[config.mk]
export PLATFORM = sky130hd
export DESIGN_NAME = irq_prio_ctrl
export DESIGN_NICKNAME = d
export VERILOG_FILES = /design/src/rtl/irq_ctl_pkg.sv /design/src/rtl/irq_regs.sv /design/src/rtl/irq_arbiter.sv /design/src/rtl/irq_svc_track.sv /design/src/rtl/irq_prio_ctrl.sv
export SDC_FILE = /design/constraint.sdc
export NUM_CORES = 1
export LEC_CHECK = 0
export ABC_CLOCK_PERIOD_IN_PS = 1900
export BUFFER_PORTS_ARGS = -buffer_cell sky130_fd_sc_hd__buf_2
export CAP_MARGIN = 5
export CORE_MARGIN = 2
export CORE_UTILIZATION = 43
export CTS_CLUSTER_DIAMETER = 40
export DETAILED_ROUTE_END_ITERATION = 12
export PLACE_DENSITY = 0.75
export SKIP_CTS_REPAIR_TIMING = 1
export SYNTH_ARGS = -nofsm -noshare
export SYNTH_HDL_FRONTEND = slang
export SYNTH_SLANG_ARGS = --single-unit
export TNS_END_PERCENT = 1
[constraint.sdc]
create_clock -name clk -period 1.9 [get_ports clk]
set_clock_uncertainty 0.05 [all_clocks]
set_input_delay 0.095 -clock clk [delete_from_list [all_inputs] [get_ports clk]]
set_output_delay 0.095 -clock clk [all_outputs]
set_load 0.01 [all_outputs]
[src/rtl/irq_ctl_pkg.sv]
package irq_ctl_pkg;
  localparam int REG_W      = 8;
  localparam int SRC_N      = 5;
  localparam int GLOBAL_BIT = 7;
  localparam logic [REG_W-1:0] EN_WMASK  = 8'hBF;
  localparam logic [REG_W-1:0] PRI_WMASK = 8'h3F;

  typedef enum logic [2:0] {
    SRC_EXT0 = 3'd0,
    SRC_TMR0 = 3'd1,
    SRC_EXT1 = 3'd2,
    SRC_TMR1 = 3'd3,
    SRC_SER  = 3'd4
  } src_e;
endpackage

[src/rtl/irq_regs.sv]
module irq_regs #(
  parameter int W = 8,
  parameter logic [W-1:0] EN_MASK  = '1,
  parameter logic [W-1:0] PRI_MASK = '1,
  localparam int SEL_W = $clog2(W)
) (
  input  logic             clk,
  input  logic             rst,
  input  logic             en_byte_we,
  input  logic             pri_byte_we,
  input  logic [W-1:0]     wdata,
  input  logic             en_bit_we,
  input  logic             pri_bit_we,
  input  logic [SEL_W-1:0] bit_sel,
  input  logic             bit_val,
  output logic [W-1:0]     en_q,
  output logic [W-1:0]     pri_q
);
  localparam int NREG = 2;

  logic [NREG-1:0]        byte_we;
  logic [NREG-1:0]        bitw_we;
  logic [NREG-1:0][W-1:0] mask;
  logic [NREG-1:0][W-1:0] q;

  assign byte_we = {pri_byte_we, en_byte_we};
  assign bitw_we = {pri_bit_we, en_bit_we};
  assign mask    = {PRI_MASK, EN_MASK};

  for (genvar r = 0; r < NREG; r++) begin : g_reg
    always_ff @(posedge clk) begin
      if (rst) begin
        q[r] <= '0;
      end else if (byte_we[r]) begin
        q[r] <= wdata & mask[r];
      end else if (bitw_we[r]) begin
        q[r][bit_sel] <= bit_val & mask[r][bit_sel];
      end
    end
  end

  assign en_q  = q[0];
  assign pri_q = q[1];
endmodule

[src/rtl/irq_arbiter.sv]
module irq_arbiter #(
  parameter int N = 5,
  localparam int IDX_W = $clog2(N)
) (
  input  logic [N-1:0]     flags,
  input  logic [N-1:0]     en_src,
  input  logic             ea,
  input  logic [N-1:0]     pri_src,
  input  logic             svc_hi,
  input  logic             svc_lo,
  output logic             any_elig,
  output logic [IDX_W-1:0] pick_idx,
  output logic             pick_hi
);
  logic [N-1:0] pending, hi_pend, lo_pend, elig;

  assign pending = flags & en_src & {N{ea}};
  assign hi_pend = pending & pri_src;
  assign lo_pend = pending & ~pri_src;

  always_comb begin
    if (svc_hi)       elig = '0;
    else if (svc_lo)  elig = hi_pend;
    else if (|hi_pend) elig = hi_pend;
    else              elig = lo_pend;
  end

  // polling order: lowest position wins
  always_comb begin
    pick_idx = '0;
    for (int i = N - 1; i >= 0; i--) begin
      if (elig[i]) pick_idx = IDX_W'(i);
    end
  end

  assign any_elig = |elig;
  assign pick_hi  = pri_src[pick_idx];
endmodule

[src/rtl/irq_svc_track.sv]
module irq_svc_track (
  input  logic clk,
  input  logic rst,
  input  logic ack_go,
  input  logic ack_hi,
  input  logic reti,
  output logic svc_hi,
  output logic svc_lo
);
  logic hi_n, lo_n;

  always_comb begin
    hi_n = svc_hi;
    lo_n = svc_lo;
    if (reti) begin
      if (svc_hi) hi_n = 1'b0;
      else        lo_n = 1'b0;
    end
    if (ack_go) begin
      if (ack_hi) hi_n = 1'b1;
      else        lo_n = 1'b1;
    end
  end

  always_ff @(posedge clk) begin
    if (rst) begin
      svc_hi <= 1'b0;
      svc_lo <= 1'b0;
    end else begin
      svc_hi <= hi_n;
      svc_lo <= lo_n;
    end
  end

  p_hi_blocks_all_r8: assert property (@(posedge clk) disable iff (rst)
    svc_hi |-> !ack_go);
  p_lo_only_by_hi_r7: assert property (@(posedge clk) disable iff (rst)
    (svc_lo && ack_go) |-> ack_hi);
  p_reti_hi_first_r9: assert property (@(posedge clk) disable iff (rst)
    (reti && svc_hi) |=> (!svc_hi && svc_lo == $past(svc_lo)));
  p_reti_lo_r9: assert property (@(posedge clk) disable iff (rst)
    (reti && !svc_hi && !ack_go) |=> !svc_lo);
endmodule

[src/rtl/irq_prio_ctrl.sv]
module irq_prio_ctrl
  import irq_ctl_pkg::*;
#(
  parameter int W          = REG_W,
  parameter int N          = SRC_N,
  parameter int VEC_W      = 16,
  parameter int VEC_BASE   = 3,
  parameter int VEC_STRIDE = 8,
  localparam int IDX_W = $clog2(N),
  localparam int SEL_W = $clog2(W)
) (
  input  logic             clk,
  input  logic             rst,
  input  logic             en_byte_we,
  input  logic             pri_byte_we,
  input  logic [W-1:0]     wdata,
  input  logic             en_bit_we,
  input  logic             pri_bit_we,
  input  logic [SEL_W-1:0] bit_sel,
  input  logic             bit_val,
  output logic [W-1:0]     en_q,
  output logic [W-1:0]     pri_q,
  input  logic             ext0_flag,
  input  logic             tmr0_flag,
  input  logic             ext1_flag,
  input  logic             tmr1_flag,
  input  logic             ser_rx_flag,
  input  logic             ser_tx_flag,
  input  logic             insn_boundary,
  input  logic             reti,
  output logic             irq_req,
  output logic             irq_ack,
  output logic [IDX_W-1:0] vec_idx,
  output logic [VEC_W-1:0] vec_addr,
  output logic [1:0]       svc_lvl
);
  logic [N-1:0]     flags;
  logic             any_elig, pick_hi, ack_go, svc_hi, svc_lo;
  logic [IDX_W-1:0] pick_idx;

  always_comb begin
    flags = '0;
    flags[SRC_EXT0] = ext0_flag;
    flags[SRC_TMR0] = tmr0_flag;
    flags[SRC_EXT1] = ext1_flag;
    flags[SRC_TMR1] = tmr1_flag;
    flags[SRC_SER]  = ser_rx_flag | ser_tx_flag;
  end

  irq_regs #(.W(W), .EN_MASK(EN_WMASK), .PRI_MASK(PRI_WMASK)) u_regs (
    .clk(clk), .rst(rst),
    .en_byte_we(en_byte_we), .pri_byte_we(pri_byte_we), .wdata(wdata),
    .en_bit_we(en_bit_we), .pri_bit_we(pri_bit_we),
    .bit_sel(bit_sel), .bit_val(bit_val),
    .en_q(en_q), .pri_q(pri_q)
  );

  irq_arbiter #(.N(N)) u_arb (
    .flags(flags), .en_src(en_q[N-1:0]), .ea(en_q[GLOBAL_BIT]),
    .pri_src(pri_q[N-1:0]), .svc_hi(svc_hi), .svc_lo(svc_lo),
    .any_elig(any_elig), .pick_idx(pick_idx), .pick_hi(pick_hi)
  );

  assign ack_go = insn_boundary & any_elig;

  irq_svc_track u_svc (
    .clk(clk), .rst(rst), .ack_go(ack_go), .ack_hi(pick_hi), .reti(reti),
    .svc_hi(svc_hi), .svc_lo(svc_lo)
  );

  always_ff @(posedge clk) begin
    if (rst) begin
      irq_req  <= 1'b0;
      irq_ack  <= 1'b0;
      vec_idx  <= '0;
      vec_addr <= '0;
    end else begin
      irq_req <= any_elig;
      irq_ack <= ack_go;
      if (ack_go) begin
        vec_idx  <= pick_idx;
        vec_addr <= VEC_W'(pick_idx) * VEC_W'(VEC_STRIDE) + VEC_W'(VEC_BASE);
      end
    end
  end

  assign svc_lvl = {svc_hi, svc_lo};

  p_ack_at_boundary_r11: assert property (@(posedge clk) disable iff (rst)
    irq_ack |-> $past(insn_boundary));
  p_lock_gates_r3: assert property (@(posedge clk) disable iff (rst)
    (!en_q[GLOBAL_BIT] && insn_boundary) |=> !irq_ack);
  p_vec_hold_r11: assert property (@(posedge clk) disable iff (rst)
    !irq_ack |-> $stable(vec_idx));
  p_vec_addr_r12: assert property (@(posedge clk) disable iff (rst)
    irq_ack |-> (vec_addr == VEC_W'(vec_idx) * VEC_W'(VEC_STRIDE) + VEC_W'(VEC_BASE)));
endmodule

-- Yosys cells after proc, flatten, opt, wreduce, memory -nomap -nowiden
Memory sizes are Yosys's and may differ from the RTL's.
Cells that the tools add are included.
- reduce and logical (&&, ||, !) cells: 7
- $add $sub $neg: 1
- bitwise operators: 9
- magnitude comparators: 3
- multiplexer cells: 27
- operators by type and width (operator ; number):
    $and 5x5->5 ; 4
    $bwmux 8 ; 2
    $mux 8 ; 2
    $mux 3 ; 5
    $mux 5 ; 3
    $mux 6 ; 2
    $mux 1 ; 11
    $reduce_or 5->1 ; 2
    $lt 3x4->1 const B ; 2
    $add 6x2->7 const B ; 1
    $not 5->5 ; 1
    $reduce_bool 2->1 ; 2
    $reduce_or 2->1 ; 2
    $and 1x1->1 ; 3
    $bmux 1 s3 ; 1
    $demux 1 s3 ; 1
    $ge 3x1->1 const B ; 1
    $logic_and 1x1->1 ; 1
    $or 1x1->1 ; 1
- flip-flop bits (word level): 39
- bits of input ports: 26
- logic and storage cells: 59
- memories: 2
- bits in read-only memories: 16
- memories (name ; words ; bits a word ; read ports ; clocked after Yosys merged registers in ; write ports ; RTL line ; source):
    (name not given) ; 8 ; 1 ; 1 ; 0 ; 0 ; irq_regs.sv:37 ; q[r][bit_sel] <= bit_val & mask[r][bit_sel];
    (name not given) ; 8 ; 1 ; 1 ; 0 ; 0 ; irq_regs.sv:37 ;

-- Logic depth before layout (Yosys ltp)
- depth after elaboration: 17
- mapped depth: 8
- mapped depth without buffers: 7

-- Hierarchy
A second synthesis with hierarchy kept.
- cell total of the unflattened synthesis: 186
- area total of the unflattened synthesis: 1615.3 um^2
- modules (own cells, without submodules) (module ; times used ; cells each ; area an instance (um^2)):
    irq_regs ; 1 ; 84 ; 812.0
    irq_prio_ctrl ; 1 ; 41 ; 374.1
    irq_arbiter ; 1 ; 52 ; 349.1
    irq_svc_track ; 1 ; 9 ; 80.1

-- Least setup slack after synthesis
OpenSTA, ideal clock, no wires.
- path type: reg-to-reg
- start: reg u_regs.q, in the netlist u_regs.en_q[7]
- end: reg u_svc.svc_hi
- required time: 1.762 ns
- setup slack: 0.045 ns
- library setup time: 0.088 ns
- buffers on the path: 1
- cell stages (with the launch flop): 9
- data arrival time: 1.717 ns
- path through: dfxtp_1 buf_6 nand4_4 nand2_2 or3_1 a21oi_1 o21a_2 and3b_1 o32ai_2
- longest elaborated chain between the ends: 15
- elaborated cells between the ends (all ways): 18
- those cells by class: mux (12); bitwise (4); reduce/logical (2)
- RTL lines (element ; RTL line ; source):
    from (decl) ; irq_regs.sv:24 ; logic [NREG-1:0][W-1:0] q;
    from (signal, indexed assignment) ; irq_regs.sv:35 ; q[r] <= wdata & mask[r];
    from (signal, indexed assignment) ; irq_regs.sv:37 ;
    $and 5x5->5 (*) ; irq_arbiter.sv:17 ; assign pending = flags & en_src & {N{ea}};
    $and 5x5->5 ; irq_arbiter.sv:18 ; assign hi_pend = pending & pri_src;
    $reduce_or 5->1 ; irq_arbiter.sv:24 ; else if (|hi_pend) elig = hi_pend;
    $mux 5 ; irq_arbiter.sv:24 ;
    $mux 5 (*) ; irq_arbiter.sv:23 ; else if (svc_lo) elig = hi_pend;
    $mux 5 (*) ; irq_arbiter.sv:22 ; if (svc_hi) elig = '0;
    $mux 3 (5 in a row) ; irq_arbiter.sv:32 ; if (elig[i]) pick_idx = IDX_W'(i);
    $bmux 1 s3 ; irq_arbiter.sv:37 ; assign pick_hi = pri_src[pick_idx];
    $mux 1 (not written as such) ; irq_arbiter.sv:37 ;
    $mux 1 ; irq_svc_track.sv:20 ; if (ack_hi) hi_n = 1'b1;
    $mux 1 (*) ; irq_svc_track.sv:19 ; if (ack_go) begin
    to (signal assigned) ; irq_svc_track.sv:30 ; svc_hi <= hi_n;
    to (decl) ; irq_svc_track.sv:7 ; output logic svc_hi,
Mark *: on every way between the ends. The rest lies on a longest branch, timed or not. The select of a mux whose other input is x is not followed.
A chain may end at the register's enable or synchronous reset.

-- Final worst setup path
Ends and elaborated chain as after synthesis.

==> run_results.csv <==
group,metric,value,unit
sta,hold_ws,91.78,ps
worst_hold_path,hp-class,"in2reg",
finish,drive_above_1_share,36.50,%
sta,post-route-period-util,105.0,%
global_route,grt_pass1_wl,6589,um
synthesis,syn_area_per_cell,7.843,um^2
sta,rsz0062_at_grt,"true",
detailed_routing,drc,0,
global_route,antenna_found_initial,0,
global_route,grt_usage,19.70,%
finish,mostFrequentLayoutCell,"buf_2",
sta,fmax,501.3,MHz
detailed_routing,antenna_left,0,
die,dieArea,4167,um^2
critical_path,path_class,"reg2reg",
clock_tree,h-tree-depth,1,
finish,final_cell_mix,"buf_2 (52), nor2_1 (32), a21oi_1 (29), dfxtp_1 (23), buf_4 (21)",
finish,nNetsFinal,301,
placed_design,gp_congestion,0.8557,
critical_path,end_kind,"flip-flop",
finish,synthToLayoutAreaGrowth,34.76,%
job,max-cap-violations,0,
detailed_routing,finalWirelength,4150,um
die,initial_core_util,46.15,%
placed_design,portBuffers,52,
finish,fillers,310,
placed_design,place_hpwl,3062,um
detailed_routing,drt_iter0_drc,70,
run_status,violations,"setup timing",
pwr,vdd_drop_max,0.0003885,V
sta,finalMaxSlewViolations,0,
die,num_rows,21,
sta,timing.final.ws_setup,-94.85,ps
sta,setup_viol,3,
critical_path,critPathRequiredTime,2090,ps
detailed_routing,vias,1684,
run_status,outcome,"complete, but fails checks",
detailed_routing,drtPass1Iterations,4,
synthesis,synth.distinct_cells,45,
synthesis,syn_area,1577,um^2
critical_path,critPathMaxFanout,6,
die,die_w,64.55,um
synthesis,ys.flop_type,"dfxtp_1",
synthesis,synthArstFlopShare,0,%
pwr,powerDensity,503.0,nW/um^2
clock_tree,cts.sinks,24,
clock_tree,clk_root_buffer_cell,"clkbuf_4",
critical_path,startpoint_type,"flip-flop",
global_route,overflow,0,
pwr,total_power,1069,uW
clock_tree,path_clk_slew,140,ps
global_route,grt_max_degree,24,
synthesis,yosys_register_bits,24,
clock_tree,cts_tree,"yes",
global_route,grt_pass1_vias,1456,
detailed_routing,wire_per_inst,12.97,um
synthesis,synth-edff-count,0,
detailed_routing,via_per_inst,5.263,
sta,hold_violations,0,
synthesis,yosysSeqAreaShare,30.48,%
finish,diodes,0,
synthesis,synth_cells,201,
pwr,p_leak,0.0009984,uW
clock_tree,clk_latency,320,ps
die,coreArea,3416,um^2
clock_tree,cts_buffer_depth,2,
sta,fin_crit,1995,ps
die,die_height,64.55,um
critical_path,worstPathArrival,2190,ps
clock_tree,numCtsBuffers,3,
synthesis,yosysWarnings,0,
die,io_pins,65,
cells in the mapped netlist, types with 2 or more instances:
| master | instances | area share (%) |
|---|---|---|
| a211oi_1 | 3 | 1.4 |
| a21oi_1 | 30 | 9.5 |
| buf_4 | 18 | 8.6 |
| clkbuf_1 | 5 | 1.2 |
| dfxtp_1 | 24 | 30 |
| inv_1 | 4 | 0.95 |
| mux2i_1 | 5 | 3.2 |
| nand2_1 | 16 | 3.8 |
| nand2b_1 | 7 | 2.8 |
| nand3_1 | 4 | 1.3 |
| nand3_2 | 2 | 1.3 |
| nand4_1 | 2 | 0.79 |
| nand4_4 | 2 | 2.7 |
| nor2_1 | 32 | 7.6 |
| nor3_1 | 4 | 1.3 |
| o211a_1 | 2 | 1.3 |
| o21ai_0 | 12 | 3.8 |
| o32ai_2 | 2 | 2.1 |
cells by family after synthesis:
logic type      synth area share, %
simple gates                  26.75
compound gates                27.94
buf+inv                       11.43
flops                         30.48
mux                           3.175
other cells                  0.2379
worst paths after layout:
check	end	slack, ps	cells after the start	startpoint
worst min register to register	u_regs.pri_q[7]	410	1	u_regs.pri_q[7]
worst max-delay path	u_svc.svc_hi	-90	9	u_regs.en_q[7]
worst min-delay path	u_regs.en_q[6]	90	2	en_byte_we
worst max register to register	u_svc.svc_hi	-90	9	u_regs.en_q[7]
stage by stage:
step / cells / setup TNS, ps / setup WS (ps) / instance area [um^2] / utilization, %
4_1_cts: 310 / -463.1 / -159.9 / 1961 / 57.40
3_5_place_dp: 306 / -340.5 / -119.9 / 1924 / 56.34
3_3_place_gp: 306 / -162.9 / -77.89 / 1924 / 56.34
5_1_grt: 320 / -590.1 / -206.6 / 2125 / 62.20
6_report: 320 / -224.6 / -94.85 / 2125 / 62.20
2_1_floorplan: 211 / 0 / 45.12 / 1614 / -
state kept, by name (all words and copies together), names as in the netlist:
signal	count
vec_addr	1
irq_ack	1
u_svc.svc_hi	1
irq_req	1
u_regs.en_q	8
u_regs.pri_q	8
u_svc.svc_lo	1
vec_idx	3
report_power, final:
group	switching [uW]	leakage [uW]	internal [uW]
clock	158	0.0000210	117
combinational	141	0.000781	110
sequential	19.5	0.000197	522
layout make-up:
type                       count  area [um^2]  share of cell area (%)
tap                           46        57.56                   2.709
multi-input combinational    159         1011                   47.59
clock buffer                   4        36.28                   1.708
timing repair buffer          83        520.5                   24.50
sequential                    24        484.2                   22.79
inverter                       4        15.01                  0.7067
critical path, stage by stage (launching register included):
cell and delay (ps):
dfxtp_4 400, buf_4 160, o2111ai_4 80, nand3_4 130, buf_6 140, a31o_2 210, a21oi_2 120, o21a_2 190
and3b_1 200, o32ai_2 230
routing by layer:
metal / up-vias / wire [um] / track usage, %
met5: - / 0 / 0
met4: 0 / 59 / 6.383
met3: 5 / 268 / 1.389
met2: 73 / 1913 / 32.68
met1: 766 / 1908 / 27.19
li1: 840 / - / -
No activity file was read; power rests on OpenSTA's default activity.
